$ cat src/rtl/adc_seq_pkg.sv
package adc_seq_pkg;
  typedef enum logic [2:0] {
    PH_IDLE,
    PH_DELAY,
    PH_GAP,
    PH_OFC,
    PH_HOLD,
    PH_SAMP,
    PH_CONV
  } phase_e;
endpackage

$ cat src/rtl/adc_start_ctrl.sv
module adc_start_ctrl (
  input  logic clk,
  input  logic rst_n,
  input  logic sw_set,
  input  logic sw_clr,
  input  logic trig_a,
  input  logic trig_b,
  input  logic trig_ext,
  input  logic idle,
  input  logic mask_any,
  input  logic seq_end,
  output logic accept,
  output logic stop_req,
  output logic flag
);
  logic any_evt;

  assign any_evt  = sw_set | trig_a | trig_b | trig_ext;
  // starts only count from idle with something to convert
  assign accept   = idle & mask_any & any_evt;
  // stop seen the same cycle the clear write lands
  assign stop_req = ~flag | sw_clr;

  always_ff @(posedge clk or negedge rst_n) begin
    if (!rst_n)                flag <= 1'b0;
    else if (accept)           flag <= 1'b1;
    else if (sw_clr | seq_end) flag <= 1'b0;
  end
endmodule

$ cat src/rtl/adc_phase_timer.sv
module adc_phase_timer #(
  parameter int W = 8
) (
  input  logic         clk,
  input  logic         rst_n,
  input  logic         load,
  input  logic [W-1:0] len,
  output logic         expired
);
  logic [W-1:0] cnt;

  always_ff @(posedge clk or negedge rst_n) begin
    if (!rst_n)          cnt <= '0;
    else if (load)       cnt <= (len == '0) ? '0 : len - 1'b1;
    else if (cnt != '0)  cnt <= cnt - 1'b1;
  end

  assign expired = (cnt == '0);
endmodule

$ cat src/rtl/adc_chan_pick.sv
module adc_chan_pick #(
  parameter int CH_N = 8,
  parameter int CH_W = 3
) (
  input  logic [CH_N-1:0] mask,
  input  logic [CH_W:0]   floor_i,
  output logic            found,
  output logic [CH_W-1:0] idx
);
  always_comb begin
    found = 1'b0;
    idx   = '0;
    // descending walk, so the lowest qualifying index is written last
    for (int i = CH_N - 1; i >= 0; i--) begin
      if (mask[i] && ((CH_W+1)'(i) >= floor_i)) begin
        found = 1'b1;
        idx   = CH_W'(i);
      end
    end
  end
endmodule

$ cat src/rtl/adc_phase_seq.sv
module adc_phase_seq
  import adc_seq_pkg::*;
#(
  parameter int CH_N     = 8,
  parameter int GRP_N    = 3,
  parameter int LEN_W    = 8,
  parameter int CONT_GAP = 6,
  localparam int CH_W    = $clog2(CH_N)
) (
  input  logic             clk,
  input  logic             rst_n,
  input  logic             sw_start_set,
  input  logic             sw_start_clr,
  input  logic             tmr_a_trig,
  input  logic             tmr_b_trig,
  input  logic             ext_trig,
  input  logic             cont_mode,
  input  logic [CH_N-1:0]  chan_mask,
  input  logic [LEN_W-1:0] len_delay,
  input  logic [LEN_W-1:0] len_ofc,
  input  logic [LEN_W-1:0] len_hold,
  input  logic [LEN_W-1:0] len_samp,
  input  logic [LEN_W-1:0] len_bits,
  output logic             start_flag,
  output logic             busy,
  output logic             ph_delay,
  output logic             ph_gap,
  output logic             ph_ofc,
  output logic             ph_hold,
  output logic             ph_samp,
  output logic             ph_conv,
  output logic [GRP_N-1:0] grp_hold,
  output logic [CH_W-1:0]  chan_o,
  output logic             done
);
  phase_e           state, state_nxt;
  logic [CH_N-1:0]  mask_r;
  logic             cont_r;
  logic [LEN_W-1:0] ofc_r, hold_r, samp_r, bits_r;
  logic [CH_W-1:0]  chan_r, chan_nxt;
  logic             accept, stop_req, seq_end;
  logic             tm_load, tm_exp;
  logic [LEN_W-1:0] tm_len;
  logic             pk_found;
  logic [CH_W-1:0]  pk_idx;
  logic [CH_W:0]    pk_floor;
  logic             done_c;

  adc_start_ctrl u_start (
    .clk      (clk),
    .rst_n    (rst_n),
    .sw_set   (sw_start_set),
    .sw_clr   (sw_start_clr),
    .trig_a   (tmr_a_trig),
    .trig_b   (tmr_b_trig),
    .trig_ext (ext_trig),
    .idle     (state == PH_IDLE),
    .mask_any (|chan_mask),
    .seq_end  (seq_end),
    .accept   (accept),
    .stop_req (stop_req),
    .flag     (start_flag)
  );

  adc_phase_timer #(.W(LEN_W)) u_timer (
    .clk     (clk),
    .rst_n   (rst_n),
    .load    (tm_load),
    .len     (tm_len),
    .expired (tm_exp)
  );

  // first pick after hold starts from 0, later picks from the next index up
  assign pk_floor = (state == PH_HOLD) ? '0 : ({1'b0, chan_r} + 1'b1);

  adc_chan_pick #(.CH_N(CH_N), .CH_W(CH_W)) u_pick (
    .mask    (mask_r),
    .floor_i (pk_floor),
    .found   (pk_found),
    .idx     (pk_idx)
  );

  always_comb begin
    state_nxt = state;
    chan_nxt  = chan_r;
    tm_load   = 1'b0;
    tm_len    = '0;
    seq_end   = 1'b0;
    done_c    = 1'b0;
    unique case (state)
      PH_IDLE: if (accept) begin
        state_nxt = PH_DELAY;
        tm_load   = 1'b1;
        tm_len    = len_delay;
      end
      PH_DELAY, PH_GAP: if (tm_exp) begin
        state_nxt = PH_OFC;
        tm_load   = 1'b1;
        tm_len    = ofc_r;
      end
      PH_OFC: if (tm_exp) begin
        state_nxt = PH_HOLD;
        tm_load   = 1'b1;
        tm_len    = hold_r;
      end
      PH_HOLD: if (tm_exp) begin
        state_nxt = PH_SAMP;
        chan_nxt  = pk_idx;
        tm_load   = 1'b1;
        tm_len    = samp_r;
      end
      PH_SAMP: if (tm_exp) begin
        state_nxt = PH_CONV;
        tm_load   = 1'b1;
        tm_len    = bits_r;
      end
      PH_CONV: if (tm_exp) begin
        if (!pk_found) begin
          done_c = 1'b1;
          if (cont_r && !stop_req) begin
            state_nxt = PH_GAP;
            tm_load   = 1'b1;
            tm_len    = LEN_W'(CONT_GAP);
          end else begin
            state_nxt = PH_IDLE;
            seq_end   = 1'b1;
          end
        end else if (stop_req) begin
          state_nxt = PH_IDLE;
          seq_end   = 1'b1;
        end else begin
          state_nxt = PH_SAMP;
          chan_nxt  = pk_idx;
          tm_load   = 1'b1;
          tm_len    = samp_r;
        end
      end
      default: state_nxt = PH_IDLE;
    endcase
  end

  always_ff @(posedge clk or negedge rst_n) begin
    if (!rst_n) begin
      state  <= PH_IDLE;
      chan_r <= '0;
      mask_r <= '0;
      cont_r <= 1'b0;
      ofc_r  <= '0;
      hold_r <= '0;
      samp_r <= '0;
      bits_r <= '0;
    end else begin
      state  <= state_nxt;
      chan_r <= chan_nxt;
      if (accept) begin
        mask_r <= chan_mask;
        cont_r <= cont_mode;
        ofc_r  <= len_ofc;
        hold_r <= len_hold;
        samp_r <= len_samp;
        bits_r <= len_bits;
      end
    end
  end

  assign busy     = (state != PH_IDLE);
  assign ph_delay = (state == PH_DELAY);
  assign ph_gap   = (state == PH_GAP);
  assign ph_ofc   = (state == PH_OFC);
  assign ph_hold  = (state == PH_HOLD);
  assign ph_samp  = (state == PH_SAMP);
  assign ph_conv  = (state == PH_CONV);
  assign chan_o   = chan_r;
  assign done     = done_c;

  for (genvar g = 0; g < GRP_N; g++) begin : g_grp
    assign grp_hold[g] = ph_hold & mask_r[g];
  end
endmodule

$ cat config.mk
export PLATFORM = sky130hd
export DESIGN_NAME = adc_phase_seq
export DESIGN_NICKNAME = d
export VERILOG_FILES = /design/src/rtl/adc_seq_pkg.sv /design/src/rtl/adc_start_ctrl.sv /design/src/rtl/adc_phase_timer.sv /design/src/rtl/adc_chan_pick.sv /design/src/rtl/adc_phase_seq.sv
export SDC_FILE = /design/constraint.sdc
export NUM_CORES = 1
export LEC_CHECK = 0
export BUFFER_PORTS_ARGS = -buffer_cell sky130_fd_sc_hd__buf_2
export CORE_MARGIN = 3
export CORE_UTILIZATION = 35
export DETAILED_ROUTE_END_ITERATION = 7
export GPL_TIMING_DRIVEN = 0
export PLACE_DENSITY = 0.53
export SYNTH_ARGS = -nofsm -noshare
export SYNTH_HDL_FRONTEND = slang
export SYNTH_SLANG_ARGS = --single-unit
$ cat constraint.sdc
create_clock -name clk -period 4.44 [get_ports clk]
set_input_delay 0.888 -clock clk [delete_from_list [all_inputs] [get_ports clk]]
set_output_delay 0.888 -clock clk [all_outputs]
set_load 0.005 [all_outputs]
==> flow_metrics.tcl, run 1 <==
set metrics [dict create \
    power.density_mw_per_mm2 580 \
    clock_sinks 56 \
    drive_gt1_share_pct 35.5 \
    finalHoldViolations 0 \
    drcViolationCount 0 \
    p_leak_nw 1.82 \
    hold_buffers 0 \
    hold_path_depth 1 \
    die_x_um 106 \
    vias 2973 \
    postCtsSetupBuffers 0 \
    finish.utilization_pct 43.3 \
    synthArstFlopShare_pct 100 \
    cp_slowest_stage_delay_ns 0.49 \
    yosys_most_used_dff "dfrtp_1" \
    critPathMaxFanout 9 \
    min_to "bits_r[5]" \
    hpwlAfterDp_mm 7.14 \
    rsz0062_at_grt "no" \
    criticalPathCategory "flop to output pin" \
    hp-start "bits_r[5]" \
    finClkSkew_ns 0.0105 \
    postSynthNetCount 405 \
    p_int_mw 1.44 \
    reg2reg_depth 13 \
    required_ns 3.55 \
    area_growth_syn_to_layout_pct 17.2 \
    synth_area_mm2 0.00351 \
    startpoint_type "flop" \
    ant_nets 0 \
    grt_pass1_vias 3011 \
    drt_iter0_markers 146 \
    final.period_utilization_pct 82.7 \
    rows 35 \
    grt_antenna_before_repair 0 \
    cp-end-kind "output pin" \
    fin_crit_ns 3.67 \
    hold_class "flop to flop" \
    r2r-start "chan_o[0]" \
    worstMarginPinSlew_ns 0.759 \
    clk_transition_reported_paths_ns 0.10 \
    crit_chain "ha_1, nand2b_1, a221o_1, o31ai_4, nand2_2, nor3_1, buf_2" \
    maxCapViolCount 0 \
    grt_pass1_wl_mm 15.6 \
    start_util_pct 36.9 \
    port_buffers 70 \
    r2r-end "u_timer.cnt[6]" \
    fp.dieArea_mm2 0.0113 \
    routed_wl_mm 9.36 \
    maxSlewViolCount 0 \
    viasPerCell 5.39 \
    reg2reg_slack_ns 0.79 \
    grt_overflow 0 \
    ioPinCount 71 \
    setup_slack_ns 0.769 \
    numCtsBuffers 5 \
    setup_viol 0 \
    chipHeight_um 106 \
    slowest_stage "dfrtp_1" \
    final.setup.tns_ns 0 \
    cts_resized 0 \
    p_sw_uw 941 \
    synthCells 345 \
    clk_path_buf_depth 2 \
    power_frac_clock_pct 12.3 \
    ys_seq_area_share_pct 40.0 \
    track_usage_pct 17.3 \
    yosysWarnings 0 \
    cts_tree "built" \
    synth_cell_type_count 64 \
    switching_share_pct 39.5 \
    htree_num_levels 2 \
    fin_nets 482 \
    fmax_mhz 272 \
    vdd_drop_max_mv 0.185 \
    num_antenna_cells 0 \
    gp_congestion 0.806 \
    pre_cts_ws_ns 0.844 \
    p_comb_share_pct 46.8 \
    layout_commonest_cell "buf_2" \
    dr.pass1.iters 4 \
    synth_edf_count 0 \
    final_cell_mix "buf_2 (80), dfrtp_1 (56), mux2_2 (46), nand2_1 (26), o21ai_0 (19)" \
    fin_hold_ws_ns 0.515 \
    core_mm2 0.00950 \
    pwr-share-seq_pct 40.9 \
    cts_root_buf "clkbuf_8" \
    clock_latency_ns 0.31 \
    cp.arrival_ns 2.78 \
    synth_seq_cells 56 \
    wl_per_cell_um 16.9 \
    grt_max_degree 57 \
    syn_avg_cell_area_um2 10.2 \
    outcome "complete, no violations" \
    maxSlewHeadroom_pct 48.1 \
]
## state kept, by name, indices dropped and copies added, names as in the netlist
register / flops
chan_o: 3
hold_r: 8
u_start.flag: 1
cont_r: 1
u_timer.cnt: 8
state: 3
mask_r: 8
ofc_r: 8
samp_r: 8
bits_r: 8
## Yosys cell counts, types with 3 or more instances
| master | instances | area [um2] |
|---|---|---|
| a211o_1 | 3 | 26.3 |
| a211oi_1 | 6 | 45.0 |
| a21oi_1 | 15 | 75.1 |
| a22o_1 | 3 | 26.3 |
| a22oi_1 | 4 | 30.0 |
| a31oi_1 | 3 | 18.8 |
| and2_1 | 4 | 25.0 |
| buf_2 | 11 | 55.1 |
| clkbuf_1 | 6 | 22.5 |
| dfrtp_1 | 56 | 1400 |
| ha_1 | 4 | 50.1 |
| inv_1 | 7 | 26.3 |
| mux2_2 | 46 | 518 |
| mux2i_1 | 11 | 110 |
| nand2_1 | 26 | 97.6 |
| nand2b_1 | 5 | 31.3 |
| nand3_1 | 6 | 30.0 |
| nand4_1 | 3 | 18.8 |
| nand4b_1 | 3 | 26.3 |
| nor2_1 | 17 | 63.8 |
| nor2b_1 | 5 | 31.3 |
| nor3_1 | 7 | 35.0 |
| nor4_1 | 7 | 43.8 |
| o211ai_1 | 3 | 22.5 |
| o21a_1 | 3 | 22.5 |
| o21ai_0 | 19 | 95.1 |
| o21ai_1 | 7 | 35.0 |
| o22ai_1 | 4 | 25.0 |
| o31ai_1 | 3 | 22.5 |
| xnor2_1 | 7 | 61.3 |
| xor2_1 | 3 | 26.3 |
## layer usage
metal / part of all wire, % / wire length [um] / vias up / GRT usage, %
met5: 0 / 0 / - / 0
met4: 1.5 / 142 / 0 / 3.98
met3: 4.7 / 444 / 10 / 2.55
met2: 46 / 4340 / 82 / 28.4
met1: 47 / 4430 / 1447 / 24.2
li1: - / - / 1434 / -
## cell families after synthesis
| family | after synthesis | share of synthesized area (%) |
|---|---|---|
| multiplexers | 57 | 17.9 |
| buffers and inverters | 26 | 3.39 |
| AO/OA/AOI/OAI | 92 | 18.7 |
| AND/OR/NAND/NOR | 100 | 16.1 |
| adder cells (fa/ha/maj) | 4 | 1.43 |
| XOR/XNOR | 10 | 2.50 |
| flip-flops | 56 | 40.0 |
## through the flow
stage          instances  cell area (um2)  power [mW]
5_1_grt              552             4110        2.59
3_3_place_gp         544             4020        2.08
2_1_floorplan        345             3510        1.77
6_report             552             4110        2.38
4_1_cts              552             4110        2.40
3_5_place_dp         544             4020        2.10
## power groups by stage
stage	registers (mW)	clock network (mW)	logic (mW)
after floorplan	0.899	0	0.871
after global placement	0.976	0	1.11
after CTS	0.973	0.303	1.13
after global routing	1.01	0.322	1.25
after detailed placement	0.983	0	1.12
final	0.974	0.294	1.12
## worst max-delay path by stage
stage / from / end / slack [ns]
final: chan_o[0] / done / 0.77
after global routing: chan_o[0] / u_timer.cnt[6] / 0.52
after CTS: chan_o[0] / done / 0.78
after detailed placement: chan_mask[5] / u_timer.cnt[6] / 0.84
after global placement: chan_o[0] / u_timer.cnt[6] / 0.83
after floorplan: chan_o[0] / u_timer.cnt[6] / 1.25
## critical path, delay by kind of cell, from the launching register on
family | cells | cell delay [ns]
AOI/OAI and AO/OA | 2 | 0.80
and+or+nand+nor | 3 | 0.63
DFF | 1 | 0.49
adders and majority gates | 1 | 0.40
buffers and inverters | 1 | 0.16
## layout make-up
type                            instances  area (um2)
Multi-Input combinational cell        263        1990
Clock buffer                            8        90.1
Fill cell                             975        5390
Inverter                                8        30.0
Sequential cell                        56        1400
Buffer                                 18        88.8
Tap cell                              129         161
Timing Repair Buffer                   70         353
(Power assumes the default switching activity.)
==> inputs of run 2 (changes only) <==
==> constraint.sdc (replaced) <==
create_clock -name clk -period 3.8 [get_ports clk]
set_input_delay 0.76 -clock clk [delete_from_list [all_inputs] [get_ports clk]]
set_output_delay 0.76 -clock clk [all_outputs]
set_load 0.005 [all_outputs]
==> flow_metrics.tcl, run 2 (synthesized netlist as in run 1, its figures left out) <==
set metrics [dict create \
    power.density_mw_per_mm2 678 \
    clk_path_buf_depth 2 \
    wl_per_cell_um 17.0 \
    maxSlewViolCount 0 \
    cts_resized 0 \
    grt_max_degree 57 \
    layout_commonest_cell "buf_2" \
    cp.arrival_ns 3.71 \
    maxCapViolCount 0 \
    drt_iter0_markers 140 \
    clock_latency_ns 0.31 \
    setup_viol 0 \
    drive_gt1_share_pct 35.6 \
    grt_pass1_vias 3011 \
    die_x_um 106 \
    htree_num_levels 2 \
    fin_nets 483 \
    cts_tree "built" \
    fin_crit_ns 3.52 \
    vdd_drop_max_mv 0.217 \
    setup_slack_ns 0.277 \
    viasPerCell 5.37 \
    numCtsBuffers 5 \
    critPathMaxFanout 9 \
    worstMarginPinSlew_ns 0.759 \
    maxSlewHeadroom_pct 48.1 \
    grt_antenna_before_repair 0 \
    drcViolationCount 0 \
    clock_sinks 56 \
    finalHoldViolations 0 \
    grt_overflow 0 \
    core_mm2 0.00950 \
    grt_pass1_wl_mm 15.6 \
    gp_congestion 0.806 \
    fp.dieArea_mm2 0.0113 \
    port_buffers 70 \
    routed_wl_mm 9.39 \
    dp_cells 544 \
    p_leak_nw 1.82 \
    area_growth_syn_to_layout_pct 17.5 \
    final.setup.tns_ns 0 \
    ioPinCount 71 \
    fmax_mhz 284 \
    clk_transition_reported_paths_ns 0.10 \
    required_ns 3.98 \
    cp-end-kind "flop" \
    startpoint_type "flop" \
    rsz0062_at_grt "no" \
    pre_cts_ws_ns 0.227 \
    track_usage_pct 17.3 \
    dr.pass1.iters 4 \
    final.period_utilization_pct 92.7 \
    chipHeight_um 106 \
    finClkSkew_ns 0.0111 \
    num_antenna_cells 0 \
    fillers 974 \
    rows 35 \
    outcome "complete, no violations" \
    fin_cells 553 \
    hold_class "input pin to asynchronous set/reset pin" \
    vias 2970 \
    criticalPathCategory "flop to flop" \
    start_util_pct 36.9 \
    hpwlAfterDp_mm 7.14 \
    final_cell_mix "buf_2 (80), dfrtp_1 (56), mux2_2 (46), nand2_1 (26), o21ai_0 (19)" \
    ant_nets 0 \
    cts_root_buf "clkbuf_8" \
]
-- run 2: area by class of cell --
type / instances / area, um2 / area share (%)
buffer: 18 / 88.8 / 2.16
clock buffer: 8 / 90.1 / 2.19
inverter: 8 / 30.0 / 0.729
multi-input combinational: 263 / 1990 / 48.2
sequential: 56 / 1400 / 34.0
tap: 129 / 161 / 3.92
timing repair buffer: 71 / 360 / 8.75
-- run 2: worst paths after layout --
path,from,to,slack [ns],cells past startpoint
min,rst_n,chan_o[0],0.49,1
min in group clk,bits_r[5],bits_r[5],0.51,1
min reg2reg,bits_r[5],bits_r[5],0.51,1
max reg2reg,chan_o[0],u_timer.cnt[6],0.28,13
max in group asynchronous,rst_n,u_timer.cnt[5],2.82,1
max,chan_o[0],u_timer.cnt[6],0.28,13
-- run 2: per-layer routing --
metal | part of all wire, % | global-route usage [%] | vias to the layer above
met5 | 0 | 0 | -
met4 | 1.5 | 3.98 | 0
met3 | 3.9 | 2.55 | 10
met2 | 46 | 28.4 | 73
met1 | 48 | 24.2 | 1449
li1 | - | - | 1438
-- run 2: critical path, stage by stage, from the launching register on --
cell and delay (ns):
dfrtp_1 0.49, ha_1 0.40, nand2b_1 0.14, a221o_1 0.44
o31ai_4 0.28, nand2_2 0.19, mux2_2 0.31, a21oi_1 0.24
ha_1 0.19, inv_1 0.06, a211oi_1 0.24, nand4_1 0.15
xnor2_1 0.18, o22ai_1 0.10
-- run 2: what timing repair did --
| action | 4_1_cts | 5_1_grt |
|---|---|---|
| hold buffers | 0 | 0 |
| setup endpoints to repair | 0 | 2 |
| setup buffers | 0 | 1 |
-- run 2: power by group --
group / switching, mW / leakage (nW) / internal, mW / total (mW)
sequential: 0.254 / 0.668 / 0.883 / 1.14
combinational: 0.654 / 1.11 / 0.659 / 1.31
clock: 0.193 / 0.0455 / 0.149 / 0.342
-- run 2: metrics by stage --
stage | total power, mW | utilization [%] | area, um2 | hold WS, ns
global placement | 2.43 | 42.3 | 4020 | 0.491
finish | 2.79 | 43.3 | 4120 | 0.488
global route | 3.03 | 43.3 | 4120 | 0.537
detailed placement | 2.46 | 42.3 | 4020 | 0.496
floorplan | 2.07 | - | 3510 | 0.464
CTS | 2.81 | 43.2 | 4110 | 0.518
==> inputs of run 3 (changes only) <==
--- a/config.mk
+++ b/config.mk
@@ -5,6 +5,7 @@
 export SDC_FILE = /design/constraint.sdc
 export NUM_CORES = 1
 export LEC_CHECK = 0
+export ABC_AREA = 1
 export BUFFER_PORTS_ARGS = -buffer_cell sky130_fd_sc_hd__buf_2
 export CORE_MARGIN = 3
 export CORE_UTILIZATION = 35
==> flow_metrics.tcl, run 3 <==
set metrics [dict create \
    pwr-share-seq_pct 33.4 \
    area_growth_syn_to_layout_pct 17.5 \
    hold_class "flop to flop" \
    maxSlewViolCount 0 \
    p_total_mw 3.25 \
    final.setup.tns_ns 0 \
    clk_transition_reported_paths_ns 0.11 \
    yosysWarnings 0 \
    p_int_mw 1.69 \
    ioPinCount 71 \
    critPathMaxFanout 10 \
    numCtsBuffers 5 \
    cp-end-kind "output pin" \
    finish.utilization_pct 43.1 \
    cts_resized 0 \
    grt_overflow 0 \
    synth_seq_cells 56 \
    maxCapViolCount 0 \
    hold_path_depth 2 \
    maxSlewHeadroom_pct 48.0 \
    drcViolationCount 0 \
    synthArstFlopShare_pct 100 \
    chipHeight_um 105 \
    track_usage_pct 17.3 \
    clock_sinks 56 \
    ant_nets 0 \
    power_frac_clock_pct 10.4 \
    num_antenna_cells 0 \
    drt_iter0_markers 137 \
    required_ns 3.04 \
    criticalPathCategory "flop to output pin" \
    p_comb_share_pct 56.2 \
    final_cell_mix "nand2_1 (176), buf_2 (70), dfrtp_1 (56), nor2_1 (43), inv_1 (42)" \
    hpwlAfterDp_mm 7.23 \
    power.density_mw_per_mm2 799 \
    vias 3174 \
    outcome "complete, no violations" \
    synth_edf_count 0 \
    p_sw_mw 1.56 \
    setup_viol 0 \
    synthCells 475 \
    postCtsSetupBuffers 0 \
    syn_avg_cell_area_um2 7.28 \
    crit_top_cell "nor2_1" \
    cts_root_buf "clkbuf_8" \
    fin_crit_ns 2.99 \
    vdd_drop_max_mv 0.227 \
    fin_cells 682 \
    worstMarginPinSlew_ns 0.778 \
    clk_path_buf_depth 2 \
    grt_pass1_wl_mm 15.6 \
    die_x_um 105 \
    port_buffers 70 \
    cp.arrival_ns 2.23 \
    switching_share_pct 48.1 \
    finalHoldViolations 0 \
    rsz0062_at_grt "no" \
    cts_tree "built" \
    dr.pass1.iters 4 \
    synth_area_mm2 0.00346 \
    post-synth-top-count-cell "nand2_1" \
    grt_max_degree 57 \
    htree_num_levels 2 \
    yosys.area.top_type "dfrtp_1" \
    grt_antenna_before_repair 0 \
    synth_top_area_share_pct 40.5 \
    drive_gt1_share_pct 23.5 \
    routed_wl_mm 9.22 \
    synthTopCellsByCount "nand2_1 (176), dfrtp_1 (56), nor2_1 (43), inv_1 (42), o21ai_0 (24)" \
    start_util_pct 36.7 \
    synth_cell_type_count 45 \
    gp_congestion 0.839 \
    fin_hold_ws_ns 0.497 \
    dp_cells 674 \
    slowest_stage "dfrtp_1" \
    viasPerCell 4.65 \
    clock_latency_ns 0.31 \
    layout_commonest_cell "nand2_1" \
    finClkSkew_ns 0.0121 \
    fin_nets 612 \
    core_mm2 0.00942 \
    ys_seq_area_share_pct 40.5 \
    final.period_utilization_pct 78.8 \
    wl_per_cell_um 13.5 \
    ys_top_cells_by_area "dfrtp_1 (41%), nand2_1 (19%), nor2_1 (4.7%), inv_1 (4.6%), o21ai_0 (3.5%)" \
    hold_buffers 0 \
    fmax_mhz 334 \
    fp.dieArea_mm2 0.0111 \
    p_leak_nw 2.21 \
    grt_pass1_vias 3201 \
    startpoint_type "flop" \
    reg2reg_depth 20 \
    postSynthNetCount 535 \
    cp_slowest_stage_delay_ns 0.43 \
    yosys_most_used_dff "dfrtp_1" \
    rows 35 \
    crit_chain "ha_1, inv_1, nand2_1, nand2_1, nand2_2, o21ai_1, nor2_1, nor2_1, nand3_2, buf_6, nor2_1, buf_2" \
]
run 3: changes by cell type in the layout (fill, tap and decap cells not counted), sizes merged, moves of 6 or more:
cell / before / now
nand2: 28 / 188
nand3: 6 / 28
mux2i: 11 / 0
o21ai: 26 / 32
nor4: 8 / 2
buf: 83 / 75
inv: 8 / 50
mux2: 46 / 0
nor2: 17 / 52
a211oi: 8 / 0
run 3: critical path: cells and delay by family (launching register included):
family	cells	cell delay, ns
adders and majority gates	1	0.23
and+or+nand+nor	7	0.74
DFF	1	0.43
buffers and inverters	3	0.36
AOI/OAI and AO/OA	1	0.15
run 3: cell families after synthesis:
group,share of synthesized area (%)
AOI/OAI and AO/OA,10.2
adders and majority gates,1.45
and+or+nand+nor,38.2
DFF,40.5
buffers and inverters,7.56
xor gates and xnor gates,2.03
run 3: layout make-up:
cell class / count / area [um2]
clock inverter: 3 / 21.3
buffer: 13 / 72.6
sequential: 56 / 1400
timing repair buffer: 70 / 353
inverter: 50 / 189
tap: 129 / 161
multi-input combinational: 356 / 1800
clock buffer: 5 / 68.8
fill: 1008 / 5350
run 3: layer usage:
metal / share of wire [%] / global-route usage, % / vias up
met5: 0 / 0 / -
met4: 0.56 / 3.19 / 0
met3: 4.2 / 2.39 / 4
met2: 46 / 27.6 / 75
met1: 49 / 25.2 / 1440
li1: - / - / 1655
run 3: path summary, 6_finish.rpt:
check	endpoint	startpoint	slack [ns]
max	done	chan_o[0]	0.81
min	hold_r[3]	hold_r[3]	0.50
max reg2reg	u_timer.cnt[5]	chan_o[0]	0.94
min reg2reg	hold_r[3]	hold_r[3]	0.50
max in group asynchronous	mask_r[0]	rst_n	2.80
min in group asynchronous	u_timer.cnt[5]	rst_n	0.51
run 3: through the flow:
step / instance area [um2] / setup WS [ns]
2_1_floorplan: 3460 / 1.20
3_3_place_gp: 3970 / 0.696
3_5_place_dp: 3970 / 0.610
4_1_cts: 4060 / 0.749
5_1_grt: 4060 / 0.600
6_report: 4060 / 0.806
run 3: power by group through the flow:
stage	clock network (mW)	registers, mW	logic (mW)
5_1_grt	0.378	1.12	2.09
4_1_cts	0.351	1.09	1.84
3_5_place_dp	0	1.10	1.83
3_3_place_gp	0	1.10	1.80
6_report	0.339	1.09	1.82
2_1_floorplan	0	1.04	1.41
